[src/rtl/dma_pkg.sv]
package dma_pkg;
  localparam int ADDR_W = 32;
  localparam int DATA_W = 32;
  localparam int CNT_W  = 16;

  typedef enum logic [2:0] {
    ST_IDLE, ST_LOAD, ST_EVAL, ST_READ, ST_WRITE, ST_STORE, ST_FINISH
  } seq_state_e;

  localparam logic [1:0] MODE_ONE   = 2'd0;
  localparam logic [1:0] MODE_RUN   = 2'd1;
  localparam logic [1:0] MODE_BLOCK = 2'd2;

  localparam logic [1:0] SZ_WORD = 2'd2;

  localparam logic [1:0] AC_INC = 2'd1;
  localparam logic [1:0] AC_DEC = 2'd2;

  // control word field positions
  localparam int CF_MODE = 0;
  localparam int CF_SIZE = 2;
  localparam int CF_SACT = 4;
  localparam int CF_DACT = 6;
  localparam int CF_SRST = 8;
  localparam int CF_DRST = 9;
  localparam int CF_LEN  = 10;
  localparam int CF_LCH  = 11;
  localparam int CF_IEN  = 18;

  localparam int DESC_SHIFT = 4;

  function automatic logic [ADDR_W-1:0] unit_bytes(input logic [1:0] sz);
    return ADDR_W'(1) << sz;
  endfunction

  function automatic logic [ADDR_W-1:0] step_addr(input logic [ADDR_W-1:0] a,
                                                  input logic [1:0] act,
                                                  input logic [1:0] sz);
    case (act)
      AC_INC:  return a + unit_bytes(sz);
      AC_DEC:  return a - unit_bytes(sz);
      default: return a;
    endcase
  endfunction

  function automatic logic align_ok(input logic [ADDR_W-1:0] a, input logic [1:0] sz);
    case (sz)
      2'd0:    return 1'b1;
      2'd1:    return ~a[0];
      2'd2:    return a[1:0] == 2'b00;
      default: return 1'b0;
    endcase
  endfunction

  function automatic logic [DATA_W-1:0] fit_data(input logic [DATA_W-1:0] d,
                                                 input logic [1:0] sz);
    case (sz)
      2'd0:    return {{(DATA_W-8){1'b0}}, d[7:0]};
      2'd1:    return {{(DATA_W-16){1'b0}}, d[15:0]};
      default: return d;
    endcase
  endfunction

  function automatic logic [ADDR_W-1:0] desc_addr(input logic [ADDR_W-1:0] base,
                                                  input logic [ADDR_W-1:0] ch,
                                                  input logic [1:0] word);
    return base + (ch << DESC_SHIFT) + {{(ADDR_W-4){1'b0}}, word, 2'b00};
  endfunction
endpackage

[src/rtl/dma_arb.sv]
module dma_arb #(
  parameter int NUM_CH = 128,
  parameter int CH_W   = 7
) (
  input  logic            clk,
  input  logic            rst_n,
  input  logic            sw_trig,
  input  logic [CH_W-1:0] sw_ch,
  input  logic            hw_trig,
  input  logic [CH_W-1:0] hw_ch,
  input  logic            link_set,
  input  logic [CH_W-1:0] link_ch,
  input  logic            grant,
  output logic            pick_valid,
  output logic [CH_W-1:0] pick_ch
);
  logic [NUM_CH-1:0] trig_q;
  logic [NUM_CH-1:0] link_q;
  logic              from_link;

  function automatic logic [CH_W-1:0] lowest(input logic [NUM_CH-1:0] v);
    logic [CH_W-1:0] r;
    r = '0;
    for (int i = NUM_CH - 1; i >= 0; i--)
      if (v[i]) r = CH_W'(i);
    return r;
  endfunction

  assign from_link  = |link_q;
  assign pick_valid = from_link | (|trig_q);
  assign pick_ch    = from_link ? lowest(link_q) : lowest(trig_q);

  for (genvar g = 0; g < NUM_CH; g++) begin : g_pend
    logic set_t, set_l, clr_t, clr_l;
    assign set_t = (sw_trig && sw_ch == CH_W'(g)) || (hw_trig && hw_ch == CH_W'(g));
    assign set_l = link_set && link_ch == CH_W'(g);
    assign clr_t = grant && !from_link && pick_ch == CH_W'(g);
    assign clr_l = grant && from_link && pick_ch == CH_W'(g);
    always_ff @(posedge clk or negedge rst_n) begin
      if (!rst_n) begin
        trig_q[g] <= 1'b0;
        link_q[g] <= 1'b0;
      end else begin
        trig_q[g] <= set_t | (trig_q[g] & ~clr_t);
        link_q[g] <= set_l | (link_q[g] & ~clr_l);
      end
    end
  end
endmodule

[src/rtl/dma_port.sv]
module dma_port #(
  parameter int AW = 32,
  parameter int DW = 32
) (
  input  logic          clk,
  input  logic          rst_n,
  input  logic          go,
  input  logic [AW-1:0] addr,
  input  logic          we,
  input  logic [1:0]    size,
  input  logic [DW-1:0] wdata,
  output logic          done,
  output logic          mem_req,
  output logic          mem_we,
  output logic [1:0]    mem_size,
  output logic [AW-1:0] mem_addr,
  output logic [DW-1:0] mem_wdata,
  input  logic          mem_ack
);
  assign done = mem_req & mem_ack;

  always_ff @(posedge clk or negedge rst_n) begin
    if (!rst_n) begin
      mem_req   <= 1'b0;
      mem_we    <= 1'b0;
      mem_size  <= '0;
      mem_addr  <= '0;
      mem_wdata <= '0;
    end else if (go) begin
      mem_req   <= 1'b1;
      mem_we    <= we;
      mem_size  <= size;
      mem_addr  <= addr;
      mem_wdata <= wdata;
    end else if (done) begin
      mem_req <= 1'b0;
    end
  end
endmodule

[src/rtl/dma_seq.sv]
module dma_seq import dma_pkg::*; #(
  parameter int NUM_CH = 128,
  parameter int CH_W   = 7
) (
  input  logic              clk,
  input  logic              rst_n,
  input  logic [ADDR_W-1:0] tbl_base,
  input  logic              pick_valid,
  input  logic [CH_W-1:0]   pick_ch,
  output logic              grant,
  output logic              port_go,
  output logic [ADDR_W-1:0] port_addr,
  output logic              port_we,
  output logic [1:0]        port_size,
  output logic [DATA_W-1:0] port_wdata,
  input  logic              port_done,
  input  logic [DATA_W-1:0] port_rdata,
  output logic              link_set,
  output logic [CH_W-1:0]   link_ch,
  output logic              irq_q,
  output logic [CH_W-1:0]   irq_ch,
  output logic              err_q,
  output logic [CH_W-1:0]   err_ch
);
  seq_state_e        st;
  logic              wait_q;
  logic [CH_W-1:0]   ch;
  logic [1:0]        idx;
  logic [ADDR_W-1:0] src, dst, src0, dst0;
  logic [CNT_W-1:0]  cnt, bsz, left;
  logic [1:0]        mode, sz, sact, dact;
  logic              srst, drst, lnk_en, irq_en;
  logic [CH_W-1:0]   lnk_ch;
  logic [DATA_W-1:0] data_q;

  logic              multi, last_unit, misal, acc_state;
  logic [CNT_W-1:0]  units_init, cnt_dec;
  logic [ADDR_W-1:0] src_nxt, dst_nxt, tbl_addr;

  assign multi     = (mode == MODE_RUN) || (mode == MODE_BLOCK);
  assign last_unit = (left == CNT_W'(1));
  assign acc_state = (st == ST_LOAD) || (st == ST_READ) || (st == ST_WRITE) || (st == ST_STORE);
  assign misal     = !wait_q && (((st == ST_READ) && !align_ok(src, sz)) ||
                                 ((st == ST_WRITE) && !align_ok(dst, sz)));
  assign port_go   = acc_state && !wait_q && !misal;
  assign grant     = (st == ST_IDLE) && pick_valid;
  assign tbl_addr  = desc_addr(tbl_base, ADDR_W'(ch), idx);

  always_comb begin
    case (mode)
      MODE_RUN:   units_init = cnt;
      MODE_BLOCK: units_init = (bsz == '0) ? CNT_W'(1) : bsz;
      default:    units_init = CNT_W'(1);
    endcase
    cnt_dec = (mode == MODE_BLOCK) ? CNT_W'(last_unit) : CNT_W'(1);
    src_nxt = (last_unit && multi && srst) ? src0 : step_addr(src, sact, sz);
    dst_nxt = (last_unit && multi && drst) ? dst0 : step_addr(dst, dact, sz);
  end

  always_comb begin
    port_addr  = tbl_addr;
    port_we    = 1'b0;
    port_size  = SZ_WORD;
    port_wdata = '0;
    case (st)
      ST_READ: begin
        port_addr = src;
        port_size = sz;
      end
      ST_WRITE: begin
        port_addr  = dst;
        port_size  = sz;
        port_we    = 1'b1;
        port_wdata = data_q;
      end
      ST_STORE: begin
        port_we = 1'b1;
        case (idx)
          2'd0:    port_wdata = src;
          2'd1:    port_wdata = dst;
          default: port_wdata = {bsz, cnt};
        endcase
      end
      default: ;
    endcase
  end

  assign link_set = (st == ST_FINISH) && (cnt == '0) && lnk_en;
  assign link_ch  = lnk_ch;

  always_ff @(posedge clk or negedge rst_n) begin
    if (!rst_n) begin
      st <= ST_IDLE; wait_q <= 1'b0; ch <= '0; idx <= '0;
      src <= '0; dst <= '0; src0 <= '0; dst0 <= '0;
      cnt <= '0; bsz <= '0; left <= '0;
      mode <= '0; sz <= '0; sact <= '0; dact <= '0;
      srst <= 1'b0; drst <= 1'b0; lnk_en <= 1'b0; irq_en <= 1'b0; lnk_ch <= '0;
      data_q <= '0;
      irq_q <= 1'b0; irq_ch <= '0; err_q <= 1'b0; err_ch <= '0;
    end else begin
      irq_q <= 1'b0;
      err_q <= 1'b0;
      if (port_go) wait_q <= 1'b1;
      case (st)
        ST_IDLE: if (pick_valid) begin
          ch  <= pick_ch;
          idx <= '0;
          st  <= ST_LOAD;
        end
        ST_LOAD: if (port_done) begin
          wait_q <= 1'b0;
          case (idx)
            2'd0: src <= port_rdata;
            2'd1: dst <= port_rdata;
            2'd2: begin
              cnt <= port_rdata[CNT_W-1:0];
              bsz <= port_rdata[2*CNT_W-1:CNT_W];
            end
            default: begin
              mode   <= port_rdata[CF_MODE +: 2];
              sz     <= port_rdata[CF_SIZE +: 2];
              sact   <= port_rdata[CF_SACT +: 2];
              dact   <= port_rdata[CF_DACT +: 2];
              srst   <= port_rdata[CF_SRST];
              drst   <= port_rdata[CF_DRST];
              lnk_en <= port_rdata[CF_LEN];
              lnk_ch <= port_rdata[CF_LCH +: CH_W];
              irq_en <= port_rdata[CF_IEN];
            end
          endcase
          if (idx == 2'd3) st <= ST_EVAL;
          else idx <= idx + 2'd1;
        end
        ST_EVAL: begin
          if (cnt == '0) st <= ST_IDLE;
          else begin
            left <= units_init;
            src0 <= src;
            dst0 <= dst;
            st   <= ST_READ;
          end
        end
        ST_READ: begin
          if (misal) begin
            err_q  <= 1'b1;
            err_ch <= ch;
            st     <= ST_IDLE;
          end else if (port_done) begin
            wait_q <= 1'b0;
            data_q <= fit_data(port_rdata, sz);
            st     <= ST_WRITE;
          end
        end
        ST_WRITE: begin
          if (misal) begin
            err_q  <= 1'b1;
            err_ch <= ch;
            st     <= ST_IDLE;
          end else if (port_done) begin
            wait_q <= 1'b0;
            src    <= src_nxt;
            dst    <= dst_nxt;
            cnt    <= cnt - cnt_dec;
            left   <= left - CNT_W'(1);
            if (last_unit) begin
              idx <= '0;
              st  <= ST_STORE;
            end else begin
              st <= ST_READ;
            end
          end
        end
        ST_STORE: if (port_done) begin
          wait_q <= 1'b0;
          if (idx == 2'd2) st <= ST_FINISH;
          else idx <= idx + 2'd1;
        end
        ST_FINISH: begin
          irq_q  <= (cnt == '0) && !lnk_en && irq_en;
          irq_ch <= ch;
          st     <= ST_IDLE;
        end
        default: st <= ST_IDLE;
      endcase
    end
  end
endmodule

[src/rtl/desc_dma_engine.sv]
module desc_dma_engine import dma_pkg::*; #(
  parameter  int NUM_CH = 128,
  localparam int CH_W   = $clog2(NUM_CH)
) (
  input  logic              clk,
  input  logic              rst_n,
  input  logic [ADDR_W-1:0] tbl_base,
  input  logic              sw_trig,
  input  logic [CH_W-1:0]   sw_chan,
  input  logic              hw_trig,
  input  logic [CH_W-1:0]   hw_chan,
  output logic              mem_req,
  output logic              mem_we,
  output logic [1:0]        mem_size,
  output logic [ADDR_W-1:0] mem_addr,
  output logic [DATA_W-1:0] mem_wdata,
  input  logic [DATA_W-1:0] mem_rdata,
  input  logic              mem_ack,
  output logic              irq_pulse,
  output logic [CH_W-1:0]   irq_chan,
  output logic              err_pulse,
  output logic [CH_W-1:0]   err_chan
);
  logic              pick_valid, grant, link_set, port_go, port_we, port_done;
  logic [CH_W-1:0]   pick_ch, link_ch;
  logic [ADDR_W-1:0] port_addr;
  logic [1:0]        port_size;
  logic [DATA_W-1:0] port_wdata;

  dma_arb #(.NUM_CH(NUM_CH), .CH_W(CH_W)) u_arb (
    .clk(clk), .rst_n(rst_n),
    .sw_trig(sw_trig), .sw_ch(sw_chan), .hw_trig(hw_trig), .hw_ch(hw_chan),
    .link_set(link_set), .link_ch(link_ch), .grant(grant),
    .pick_valid(pick_valid), .pick_ch(pick_ch)
  );

  dma_seq #(.NUM_CH(NUM_CH), .CH_W(CH_W)) u_seq (
    .clk(clk), .rst_n(rst_n), .tbl_base(tbl_base),
    .pick_valid(pick_valid), .pick_ch(pick_ch), .grant(grant),
    .port_go(port_go), .port_addr(port_addr), .port_we(port_we),
    .port_size(port_size), .port_wdata(port_wdata),
    .port_done(port_done), .port_rdata(mem_rdata),
    .link_set(link_set), .link_ch(link_ch),
    .irq_q(irq_pulse), .irq_ch(irq_chan), .err_q(err_pulse), .err_ch(err_chan)
  );

  dma_port #(.AW(ADDR_W), .DW(DATA_W)) u_port (
    .clk(clk), .rst_n(rst_n), .go(port_go), .addr(port_addr), .we(port_we),
    .size(port_size), .wdata(port_wdata), .done(port_done),
    .mem_req(mem_req), .mem_we(mem_we), .mem_size(mem_size),
    .mem_addr(mem_addr), .mem_wdata(mem_wdata), .mem_ack(mem_ack)
  );
endmodule

[config.mk]
export PLATFORM = sky130hd
export DESIGN_NAME = desc_dma_engine
export DESIGN_NICKNAME = d
export VERILOG_FILES = /design/src/rtl/dma_pkg.sv /design/src/rtl/dma_arb.sv /design/src/rtl/dma_port.sv /design/src/rtl/dma_seq.sv /design/src/rtl/desc_dma_engine.sv
export SDC_FILE = /design/constraint.sdc
export NUM_CORES = 2
export LEC_CHECK = 0
export ABC_AREA = 1
export BUFFER_PORTS_ARGS = -buffer_cell sky130_fd_sc_hd__clkbuf_2
export CAP_MARGIN = 20
export CORE_ASPECT_RATIO = 1.2
export CORE_MARGIN = 2
export CORE_UTILIZATION = 50
export DETAILED_ROUTE_END_ITERATION = 8
export PLACE_DENSITY = 0.67
export SKIP_CTS_REPAIR_TIMING = 1
export SYNTH_ARGS = -nofsm -noshare
export SYNTH_HDL_FRONTEND = slang
export SYNTH_HIERARCHICAL = 1
export SYNTH_SLANG_ARGS = --single-unit
[constraint.sdc]
create_clock -name clk -period 8.3 [get_ports clk]
set_input_delay 1.245 -clock clk [delete_from_list [all_inputs] [get_ports clk]]
set_output_delay 1.245 -clock clk [all_outputs]
set_load 0.05 [all_outputs]
==> results.toml <==
[synth]
yosysWarnings = 6
synth_area_um2 = 39960
synth_edf_count = 0
synth.largest_area_cell = "dfrtp_1"
netlist_instances = 5893
seq_area_frac_synth_pct = 36.32
ys_async_sr_fraction_pct = 100.0
syn_area_per_cell_um2 = 6.781
synth_nets = 6064
synth_top_area_share_pct = 36.32
synth.distinct_cells = 66
ys_top_cells_by_area = "dfrtp_1, nand2_1, inv_1"
synth_top_flop_cell = "dfrtp_1"
yosys_register_bits = 580

[floorplanning]
coreArea_um2 = 79180
pin_count = 167
die_x_um = 262.1
die_y_um = 313.7
die_area_um2 = 82210
row_count = 113
start_util_pct = 50.47

[outcome]
outcome = "complete, no violations"

[power_and_ir_drop]
p_leak_nw = 23.27
p_clk_share_pct = 21.3
p_seq_share_pct = 27.8
p_int_mw = 7.482
irDropWorstVdd_uv = 255.6
p_sw_share_pct = 50.06
p_switching_mw = 7.500
power_per_cell_area_nw_per_um2 = 340.1
combPwrFrac_pct = 50.9

[clocking]
clkLatencyLatePin_ns = 0.65
numCtsBuffers = 66
cts_tree = "yes"
cts.sinks = 580
cts.path.max_buffers = 3
htreeDepth = 3
cts_root_buf = "clkbuf_16"
clk_pin_slew_ns = 0.06

[critical_path]
ff2ff_setup_slack_ns = 0.52
end_kind = "register"
cp_common_cell = "nand2_1"
crit_required_ns = 8.83
critPathArrivalTime_ns = 8.31
path_max_fanout = 32
critPathMaxStageDelay_ns = 0.43
worstSetupPathType = "register to register"
start_kind = "register"
cpMaxStageDelayCell = "dfrtp_1"

[drt]
wl_per_cell_um = 22.04
num_vias = 39897
drtIter0Drc = 3951
drtAntennaViolNets = 0
wl_um = 156000
vias_per_cell = 5.637
firstDrtPassIters = 5
drc_errors = 0

[cells_and_area]
drive_above_1_share_pct = 8.760
syn_to_final_growth_pct = 10.22
seqCellArea_um2 = 14510
finish.utilization_pct = 55.63
final_cells = 7078
multi_input_area_um2 = 20700
design_area_um2 = 44050
n_fill_cell = 7891
nets = 6157

[sta]
fmax_ghz = 0.1286
rsz0062_at_grt = "yes"
hold-worst-slack_ns = 0.4394
slew_headroom_pct = 21.34
finalHoldViolCount = 0
min_period_ns = 7.778
worstMarginPinSlew_ns = 1.174
slew_violations = 0
period_share_pct = 93.72
finClkSkew_ns = 0.02800
finalSetupViolations = 0

[flow_run]
max_cap_viol_count = 0

[worst_hold_path]
hold_class = "register to register"

[global_route]
grt_pass1_wl_um = 232600
grt_overflow = 0
grt_max_degree = 132
grtUsageTotal_pct = 37.77
grt_antenna_before_repair = 4
grt_pass1_vias = 38189

[place]
dpl.hpwl_um = 117700
post-place-cells = 6942
place_area_um2 = 41450
gp_congestion = 1.026
port_buffers = 166
[sequential cells by signal (all words and copies together), names as in the netlist, 32 cells and up]
| register | count |
|---|---|
| u_arb/link_q | 128 |
| u_port/mem_addr | 32 |
| u_seq/src0 | 32 |
| u_port/mem_wdata | 32 |
| u_seq/dst | 32 |
| u_seq/src | 32 |
| u_arb/trig_q | 128 |
| u_seq/dst0 | 32 |
| u_seq/data_q | 32 |
[kinds of logic after synthesis]
kind of cell / after synthesis / synth area share [%]
simple gates: 3170 / 33.90
flops: 580 / 36.32
xor+xnor: 49 / 1.074
fa+ha+maj: 88 / 2.812
compound gates: 860 / 13.19
mux: 8 / 0.2254
buf+inv: 1138 / 12.47
[through the flow]
step	power [mW]	setup TNS (ns)	worst slack, ns
global route	15.80	-175.67	-0.7704
finish	14.98	0	0.5216
CTS	14.58	0	0.4661
global placement	11.31	0	0.4744
floorplan	9.230	0	1.757
detailed placement	11.36	0	0.5218
[routing by layer]
layer | vias to the layer above | global-route usage, % | part of all wire [%]
met2 | 1625 | 62.26 | 47
met1 | 18572 | 43.32 | 37
li1 | 19139 | - | -
met5 | - | 0 | 0.014
met3 | 557 | 4.644 | 5.7
met4 | 4 | 32.47 | 10
[critical path: cells and delay by family, from the launching register on]
kind,cells,cell delay [ns]
buf+inv,1,0.22
flops,1,0.43
simple gates,132,6.95
[power groups by stage]
stage          Combinational (mW)  Clock, mW  Sequential [mW]
6_report                     7.62       3.19             4.17
5_1_grt                      8.23       3.35             4.22
4_1_cts                      7.21       3.23             4.14
3_5_place_dp                 7.18          0             4.18
3_3_place_gp                 7.14          0             4.17
2_1_floorplan                4.74          0             4.49
[placed cells by master (no fill, tap or decap), types with 85 or more instances in the layout]
| cell type | n |
|---|---|
| a21oi_1 | 124 |
| a22oi_1 | 89 |
| clkbuf_2 | 165 |
| dfrtp_1 | 580 |
| ha_1 | 85 |
| inv_1 | 876 |
| nand2_1 | 2090 |
| nand3_1 | 253 |
| nand4_1 | 175 |
| nor2_1 | 413 |
| o21ai_0 | 269 |
| o21bai_1 | 137 |
| o22ai_1 | 94 |
[area by class of cell]
class,instances,share of cell area (%)
antenna,4,0.02272
clock buffer,93,4.321
clock inverter,28,0.9289
inverter,902,7.741
multi-input combinational,4175,47.01
sequential,580,32.95
tap,1035,2.940
timing repair buffer,261,4.090
[final timing paths]
path / cells past startpoint / startpoint / to
max: 133 / u_arb/trig_q[127] / u_arb/trig_q[70]
min in group asynchronous: 1 / rst_n / u_seq/dst[28]
max in group asynchronous: 3 / rst_n / u_arb/link_q[115]
max reg2reg: 133 / u_arb/trig_q[127] / u_arb/trig_q[70]
min reg2reg: 1 / u_seq/lnk_en / u_seq/irq_q
min: 1 / u_seq/lnk_en / u_seq/irq_q
[cell usage after synthesis (7+ instances only)]
cell type and count:
nand3_1 254, o21ai_0 271, nand4_1 175, o221ai_1 12, o22ai_1 94, clkbuf_1 66, a21boi_1 23, buf_6 17
clkinv_1 9, clkbuf_4 18, o21ai_2 9, mux2_2 8, nor3_1 64, a22oi_1 89, ha_1 85, dlygate4sd1_1 7
buf_8 12, inv_2 12, o211ai_1 10, o21ai_1 44, inv_1 877, nor2_1 428, xnor2_1 29, nand2_1 2093
nor4_1 60, buf_2 58, dfrtp_1 580, xor2_1 20, o21bai_1 137, buf_4 18, buf_1 23, a31oi_1 17
nand2_2 13, a21oi_1 124, nand4_2 52
(Power assumes the default switching activity.)
